==> config.mk <==
export PLATFORM = sky130hd
export DESIGN_NAME = alu8_core
export DESIGN_NICKNAME = d
export VERILOG_FILES = /design/src/rtl/alu8_pkg.sv /design/src/rtl/alu8_decode.sv /design/src/rtl/alu8_addsub.sv /design/src/rtl/alu8_bitops.sv /design/src/rtl/alu8_core.sv
export SDC_FILE = /design/constraint.sdc
export NUM_CORES = 1
export LEC_CHECK = 0
export ABC_AREA = 1
export CORE_MARGIN = 2
export CORE_UTILIZATION = 50
export CTS_CLUSTER_DIAMETER = 100
export DETAILED_ROUTE_END_ITERATION = 10
export PLACE_DENSITY = 0.87
export SYNTH_ARGS = -nofsm -noshare
export SYNTH_HDL_FRONTEND = slang
export SYNTH_SLANG_ARGS = --single-unit
==> constraint.sdc <==
create_clock -name clk_i -period 2.15 [get_ports clk_i]
set_input_delay 0.5375 -clock clk_i [delete_from_list [all_inputs] [get_ports clk_i]]
set_output_delay 0.5375 -clock clk_i [all_outputs]
set_load 0.1 [all_outputs]
==> src/rtl/alu8_pkg.sv <==
package alu8_pkg;

  localparam int OP_W = 5;

  typedef enum logic [OP_W-1:0] {
    OP_ADD   = 5'd0,
    OP_ADDC  = 5'd1,
    OP_SUBR  = 5'd2,
    OP_SUBRC = 5'd3,
    OP_SUBS  = 5'd4,
    OP_SUBSC = 5'd5,
    OP_DEC   = 5'd6,
    OP_DECC  = 5'd7,
    OP_AND   = 5'd8,
    OP_OR    = 5'd9,
    OP_XOR   = 5'd10,
    OP_CMP   = 5'd11,
    OP_CMPS  = 5'd12,
    OP_TSTB  = 5'd13,
    OP_SETB  = 5'd14,
    OP_CLRB  = 5'd15,
    OP_INVB  = 5'd16
  } alu_op_e;

  typedef enum logic [1:0] {
    CIN_ZERO,
    CIN_ONE,
    CIN_FLAG
  } cin_sel_e;

  typedef enum logic [1:0] {
    LOG_AND,
    LOG_OR,
    LOG_XOR
  } log_fn_e;

  typedef enum logic [1:0] {
    BIT_TST,
    BIT_SET,
    BIT_CLR,
    BIT_INV
  } bit_fn_e;

  typedef struct packed {
    logic     valid;
    logic     use_adder;
    logic     sub;
    logic     a_is_reg;
    logic     b_zero;
    cin_sel_e cin_sel;
    logic     signed_cmp;
    logic     is_cmp;
    log_fn_e  log_fn;
    bit_fn_e  bit_fn;
    logic     is_bit;
    logic     wr_reg;
    logic     upd_cv;
  } alu_ctrl_t;

endpackage

==> src/rtl/alu8_decode.sv <==
module alu8_decode
  import alu8_pkg::*;
(
  input  logic [OP_W-1:0] op_i,
  output alu_ctrl_t       ctrl_o
);

  always_comb begin
    ctrl_o            = '0;
    ctrl_o.cin_sel    = CIN_ZERO;
    ctrl_o.log_fn     = LOG_AND;
    ctrl_o.bit_fn     = BIT_TST;
    ctrl_o.valid      = 1'b1;
    ctrl_o.wr_reg     = 1'b1;
    case (op_i)
      OP_ADD, OP_ADDC: begin
        ctrl_o.use_adder = 1'b1;
        ctrl_o.a_is_reg  = 1'b1;
        ctrl_o.upd_cv    = 1'b1;
        ctrl_o.cin_sel   = (op_i == OP_ADDC) ? CIN_FLAG : CIN_ZERO;
      end
      OP_SUBR, OP_SUBRC: begin
        ctrl_o.use_adder = 1'b1;
        ctrl_o.sub       = 1'b1;
        ctrl_o.upd_cv    = 1'b1;
        ctrl_o.cin_sel   = (op_i == OP_SUBRC) ? CIN_FLAG : CIN_ONE;
      end
      OP_SUBS, OP_SUBSC: begin
        ctrl_o.use_adder = 1'b1;
        ctrl_o.sub       = 1'b1;
        ctrl_o.a_is_reg  = 1'b1;
        ctrl_o.upd_cv    = 1'b1;
        ctrl_o.cin_sel   = (op_i == OP_SUBSC) ? CIN_FLAG : CIN_ONE;
      end
      OP_DEC, OP_DECC: begin
        // operand + all-ones + cin : cin=0 gives -1, cin=C gives -(1-C)
        ctrl_o.use_adder = 1'b1;
        ctrl_o.sub       = 1'b1;
        ctrl_o.b_zero    = 1'b1;
        ctrl_o.upd_cv    = 1'b1;
        ctrl_o.cin_sel   = (op_i == OP_DECC) ? CIN_FLAG : CIN_ZERO;
      end
      OP_AND: ctrl_o.log_fn = LOG_AND;
      OP_OR:  ctrl_o.log_fn = LOG_OR;
      OP_XOR: ctrl_o.log_fn = LOG_XOR;
      OP_CMP, OP_CMPS: begin
        ctrl_o.use_adder  = 1'b1;
        ctrl_o.sub        = 1'b1;
        ctrl_o.upd_cv     = 1'b1;
        ctrl_o.is_cmp     = 1'b1;
        ctrl_o.wr_reg     = 1'b0;
        ctrl_o.cin_sel    = CIN_ONE;
        ctrl_o.signed_cmp = (op_i == OP_CMPS);
      end
      OP_TSTB: begin
        ctrl_o.is_bit = 1'b1;
        ctrl_o.bit_fn = BIT_TST;
        ctrl_o.wr_reg = 1'b0;
      end
      OP_SETB: begin
        ctrl_o.is_bit = 1'b1;
        ctrl_o.bit_fn = BIT_SET;
      end
      OP_CLRB: begin
        ctrl_o.is_bit = 1'b1;
        ctrl_o.bit_fn = BIT_CLR;
      end
      OP_INVB: begin
        ctrl_o.is_bit = 1'b1;
        ctrl_o.bit_fn = BIT_INV;
      end
      default: begin
        ctrl_o.valid  = 1'b0;
        ctrl_o.wr_reg = 1'b0;
      end
    endcase
  end

endmodule

==> src/rtl/alu8_addsub.sv <==
module alu8_addsub #(
  parameter int W = 8
) (
  input  logic [W-1:0] a_i,
  input  logic [W-1:0] b_i,
  input  logic         sub_i,
  input  logic         cin_i,
  output logic [W-1:0] sum_o,
  output logic         cout_o,
  output logic         ovf_o
);

  localparam int MSB = W - 1;

  logic [W-1:0] b_eff;
  logic [W:0]   wide;

  // subtraction as a + ~b + cin, so cout is the inverted borrow
  assign b_eff  = sub_i ? ~b_i : b_i;
  assign wide   = {1'b0, a_i} + {1'b0, b_eff} + {{W{1'b0}}, cin_i};
  assign sum_o  = wide[W-1:0];
  assign cout_o = wide[W];
  assign ovf_o  = (a_i[MSB] == b_eff[MSB]) && (sum_o[MSB] != a_i[MSB]);

endmodule

==> src/rtl/alu8_bitops.sv <==
module alu8_bitops
  import alu8_pkg::*;
#(
  parameter int W = 8
) (
  input  logic [W-1:0] reg_i,
  input  logic [W-1:0] opnd_i,
  input  log_fn_e      log_fn_i,
  input  bit_fn_e      bit_fn_i,
  input  logic         is_bit_i,
  output logic [W-1:0] res_o
);

  localparam int IDX_W = (W > 1) ? $clog2(W) : 1;

  logic [IDX_W-1:0] idx;
  logic [W-1:0]     mask;
  logic [W-1:0]     log_res;
  logic [W-1:0]     bit_res;

  assign idx = opnd_i[IDX_W-1:0];

  for (genvar i = 0; i < W; i++) begin : g_mask
    assign mask[i] = (idx == IDX_W'(i));
  end

  always_comb begin
    case (log_fn_i)
      LOG_OR:  log_res = reg_i | opnd_i;
      LOG_XOR: log_res = reg_i ^ opnd_i;
      default: log_res = reg_i & opnd_i;
    endcase
  end

  always_comb begin
    case (bit_fn_i)
      BIT_SET: bit_res = reg_i | mask;
      BIT_CLR: bit_res = reg_i & ~mask;
      BIT_INV: bit_res = reg_i ^ mask;
      default: bit_res = reg_i & mask;
    endcase
  end

  assign res_o = is_bit_i ? bit_res : log_res;

endmodule

==> src/rtl/alu8_core.sv <==
module alu8_core
  import alu8_pkg::*;
#(
  parameter int W = 8
) (
  input  logic            clk_i,
  input  logic            rst_ni,
  input  logic            exec_i,
  input  logic [OP_W-1:0] op_i,
  input  logic [W-1:0]    reg_i,
  input  logic [W-1:0]    opnd_i,
  output logic [W-1:0]    res_o,
  output logic            res_we_o,
  output logic [W-1:0]    acc_o,
  output logic            c_o,
  output logic            v_o,
  output logic            z_o
);

  localparam logic [W-1:0] SIGN_BIT = {1'b1, {(W-1){1'b0}}};

  alu_ctrl_t    ctrl;
  logic [W-1:0] op_a, op_b, add_a, add_b, sgn_flip;
  logic         cin;
  logic [W-1:0] sum, lres, nxt_a;
  logic         cout, ovf;
  logic         nxt_c, nxt_v, nxt_z;

  alu8_decode u_dec (
    .op_i   (op_i),
    .ctrl_o (ctrl)
  );

  assign op_a     = ctrl.a_is_reg ? reg_i : opnd_i;
  assign op_b     = ctrl.b_zero ? '0 : (ctrl.a_is_reg ? opnd_i : reg_i);
  // signed compare: bias both sides so an unsigned borrow orders them signed
  assign sgn_flip = ctrl.signed_cmp ? SIGN_BIT : '0;
  assign add_a    = op_a ^ sgn_flip;
  assign add_b    = op_b ^ sgn_flip;

  always_comb begin
    case (ctrl.cin_sel)
      CIN_ONE:  cin = 1'b1;
      CIN_FLAG: cin = c_o;
      default:  cin = 1'b0;
    endcase
  end

  alu8_addsub #(.W(W)) u_add (
    .a_i    (add_a),
    .b_i    (add_b),
    .sub_i  (ctrl.sub),
    .cin_i  (cin),
    .sum_o  (sum),
    .cout_o (cout),
    .ovf_o  (ovf)
  );

  alu8_bitops #(.W(W)) u_bit (
    .reg_i    (reg_i),
    .opnd_i   (opnd_i),
    .log_fn_i (ctrl.log_fn),
    .bit_fn_i (ctrl.bit_fn),
    .is_bit_i (ctrl.is_bit),
    .res_o    (lres)
  );

  assign nxt_a = ctrl.use_adder ? sum : lres;
  assign nxt_z = (nxt_a == '0);
  assign nxt_c = ctrl.upd_cv ? cout : c_o;

  always_comb begin
    if (!ctrl.upd_cv)     nxt_v = v_o;
    else if (ctrl.is_cmp) nxt_v = cout & ~nxt_z;
    else                  nxt_v = ovf;
  end

  always_ff @(posedge clk_i or negedge rst_ni) begin
    if (!rst_ni) begin
      acc_o    <= '0;
      res_o    <= '0;
      res_we_o <= 1'b0;
      c_o      <= 1'b0;
      v_o      <= 1'b0;
      z_o      <= 1'b1;
    end else begin
      res_we_o <= 1'b0;
      if (exec_i && ctrl.valid) begin
        acc_o <= nxt_a;
        c_o   <= nxt_c;
        v_o   <= nxt_v;
        z_o   <= nxt_z;
        if (ctrl.wr_reg) begin
          res_o    <= nxt_a;
          res_we_o <= 1'b1;
        end
      end
    end
  end

endmodule

==> results.json <==
{
  "drive_gt1_share_pct": 44.6,
  "num_rows": 27,
  "grt_pass1_vias": 3774,
  "cp.arrival_ns": 3.66,
  "ys.flop_type": "dfrtp_1",
  "drtPass1Iterations": 10,
  "htree_levels": 1,
  "path_class": "in2reg",
  "syn_inst": 431,
  "p_leak_nw": 2.35,
  "netlist_area_mm2": 0.00294,
  "crit_path_max_fanout": 4,
  "setup_viol": 19,
  "overflow": 0,
  "finalHoldViolCount": 0,
  "rsz0062_at_grt": "yes",
  "cp-end-kind": "flip-flop",
  "busiest_layer": "met2",
  "track_usage_pct": 34.3,
  "dp_cells": 635,
  "min_path_type": "reg2reg",
  "wire_per_inst_um": 20.1,
  "max_slew_margin_pct": 64.9,
  "ys_seq_area_share_pct": 17.1,
  "fin_util_pct": 83.3,
  "setup_ws_ns": -1.32,
  "yosys_warnings": 0,
  "globalplace.congestion": 0.953,
  "postSynth.asyncResetShare_pct": 100,
  "synth_edf_count": 0,
  "vias_per_cell": 6.25,
  "fin_skew_ns": 0.00405,
  "n_antenna_cell": 0,
  "start_util_pct": 52.5,
  "route.detailed.drc": 0,
  "die_x_um": 80.7,
  "synth_common_cells": "nand2_1 (107), inv_1 (52), nor2_1 (38), o21ai_0 (36), ha_1 (35)",
  "core_mm2": 0.00561,
  "ys_ff_latch": 20,
  "layout.cells.non_filler": 653,
  "met1_usage_pct": 35.9,
  "fillers": 304,
  "cp.required_ns": 2.33,
  "first_iter_violations": 460,
  "fin_crit_sh_pct": 162,
  "cts_root_buf": "clkbuf_8",
  "layout_min_cycle_time_ns": 3.47,
  "outcome": "finished, violations left",
  "syn-num-nets": 492,
  "setup.worst_path.start_class": "input pin",
  "use_met3_pct": 4.61,
  "clock_latency_ns": 0.26,
  "fp.dieArea_mm2": 0.00651,
  "synth_cell_type_count": 44,
  "wl_um": 13200,
  "slew_violations": 0,
  "hpwl_um": 7600,
  "grt_max_degree": 21,
  "peakVddDrop_mv": 0.679,
  "yosys.area.top_type": "dfrtp_1",
  "die_y_um": 80.7,
  "yosysTopAreaCellShare_pct": 16.2,
  "grt_use_met2_pct": 63.1,
  "fmax_mhz": 288,
  "synthTopCellsByArea": "dfrtp_1 (16%), ha_1 (15%), nand2_1 (14%)",
  "io_buffers": 43,
  "tightest_slew_ns": 0.520,
  "max_cap_violations": 0,
  "synth_most_common_cell": "nand2_1",
  "areaGrowthSynthToFinish_pct": 58.7,
  "io_pins": 44,
  "power_density_mw_per_mm2": 644,
  "cts_hold_buf": 0,
  "grt_pass1_wl_um": 17400,
  "via_count": 4080,
  "antenna_found_initial": 0,
  "final_antenna_net_count": 0,
  "clkTransAtPathRegs_ns": 0.07,
  "ctsLongestPathBuffers": 2,
  "final_nets": 643,
  "cts_tree": "yes",
  "violations": "setup timing",
  "synth.avg_cell_area_um2": 6.82,
  "cts_inserted_buffers": 3,
  "clkSinkCount": 20
}
## routing by layer
layer	up-vias	part of all wire, %
li1	1707	-
met1	1879	33
met2	360	46
met3	134	12
met4	0	9.0
met5	-	0
## worst paths after layout
| check | slack (ns) | end | cells after the start | start |
|---|---|---|---|---|
| min in group asynchronous | 0.63 | acc_o[2] | 2 | rst_ni |
| setup reg to reg | -0.55 | v_o | 15 | c_o |
| max in group asynchronous | 1.25 | z_o | 2 | rst_ni |
| setup / recovery | -1.32 | v_o | 21 | op_i[3] |
| hold / removal | 0.49 | res_o[2] | 2 | res_o[2] |
| hold reg to reg | 0.49 | res_o[2] | 2 | res_o[2] |
## flip-flops by register name, summed over array words and instances, names as in the netlist
register / count
v_o: 1
res_we_o: 1
z_o: 1
c_o: 1
acc_o: 8
res_o: 8
## cell type report
| class | instances | area [um2] | area share [%] |
|---|---|---|---|
| Multi-Input combinational cell | 339 | 2490 | 53.3 |
| Timing Repair Buffer | 159 | 1310 | 28.1 |
| Sequential cell | 20 | 502 | 10.7 |
| Inverter | 59 | 229 | 4.90 |
| Tap cell | 72 | 90.1 | 1.93 |
| Clock buffer | 4 | 45.0 | 0.965 |
## report_power, final
part           internal [W]  switching (W)  total (W)
registers          0.000471      0.0000612   0.000532
logic              0.000717        0.00151    0.00222
clock network      0.000132       0.000117   0.000249
## timing repair
action	CTS	global route
pin swaps	35	24
resized for setup	63	66
hold endpoints to repair	0	0
gates cloned	0	0
endpoints found under the setup margin	19	19
setup buffers	12	7
## metrics by stage
step / area, um2 / total power (W) / setup WS, ns / hold slack, ns / TNS, ns
after floorplan: 3000 / 0.00179 / -0.936 / 0.242 / -10.63
after CTS: 4400 / 0.00271 / -1.04 / 0.497 / -13.99
final: 4670 / 0.00301 / -1.32 / 0.495 / -18.03
after global placement: 4180 / 0.00233 / -1.56 / 0.469 / -25.42
after global routing: 4670 / 0.00311 / -1.45 / 0.526 / -19.61
after detailed placement: 4180 / 0.00240 / -1.80 / 0.480 / -29.34
## placed cells by master (no fill, tap or decap), types with 13 or more instances in the layout
cell and n:
buf_4 129, nand3_1 25, nand2_1 92, nor2_1 25
inv_1 44, dfrtp_1 19, a21oi_2 14, o21ai_0 20
clkdlybuf4s50_1 18, nor2_2 13, nand2_2 15, ha_1 28
## logic make-up after synthesis
kind of cell / Yosys count / share of synthesized area [%]
xor gates and xnor gates: 14 / 4.17
AOI/OAI and AO/OA: 79 / 17.1
adders and majority gates: 37 / 16.2
muxes: 5 / 1.70
DFF: 20 / 17.1
and+or+nand+nor: 204 / 32.9
buffers and inverters: 72 / 10.9
## critical path, stage by stage
cell,delay (ns)
buf_12,0.12
nor2_4,0.19
inv_2,0.08
nor2_4,0.12
nand2_2,0.10
o21ai_4,0.10
nor2_4,0.08
ha_4,0.25
o21bai_4,0.17
fa_2,0.39
fa_2,0.40
buf_6,0.14
inv_1,0.09
or2_2,0.18
nand3_1,0.11
a21boi_2,0.19
nand2_1,0.09
nor2_2,0.04
nand2_2,0.08
nand2_1,0.06
a21oi_1,0.13
(Power assumes the default switching activity.)
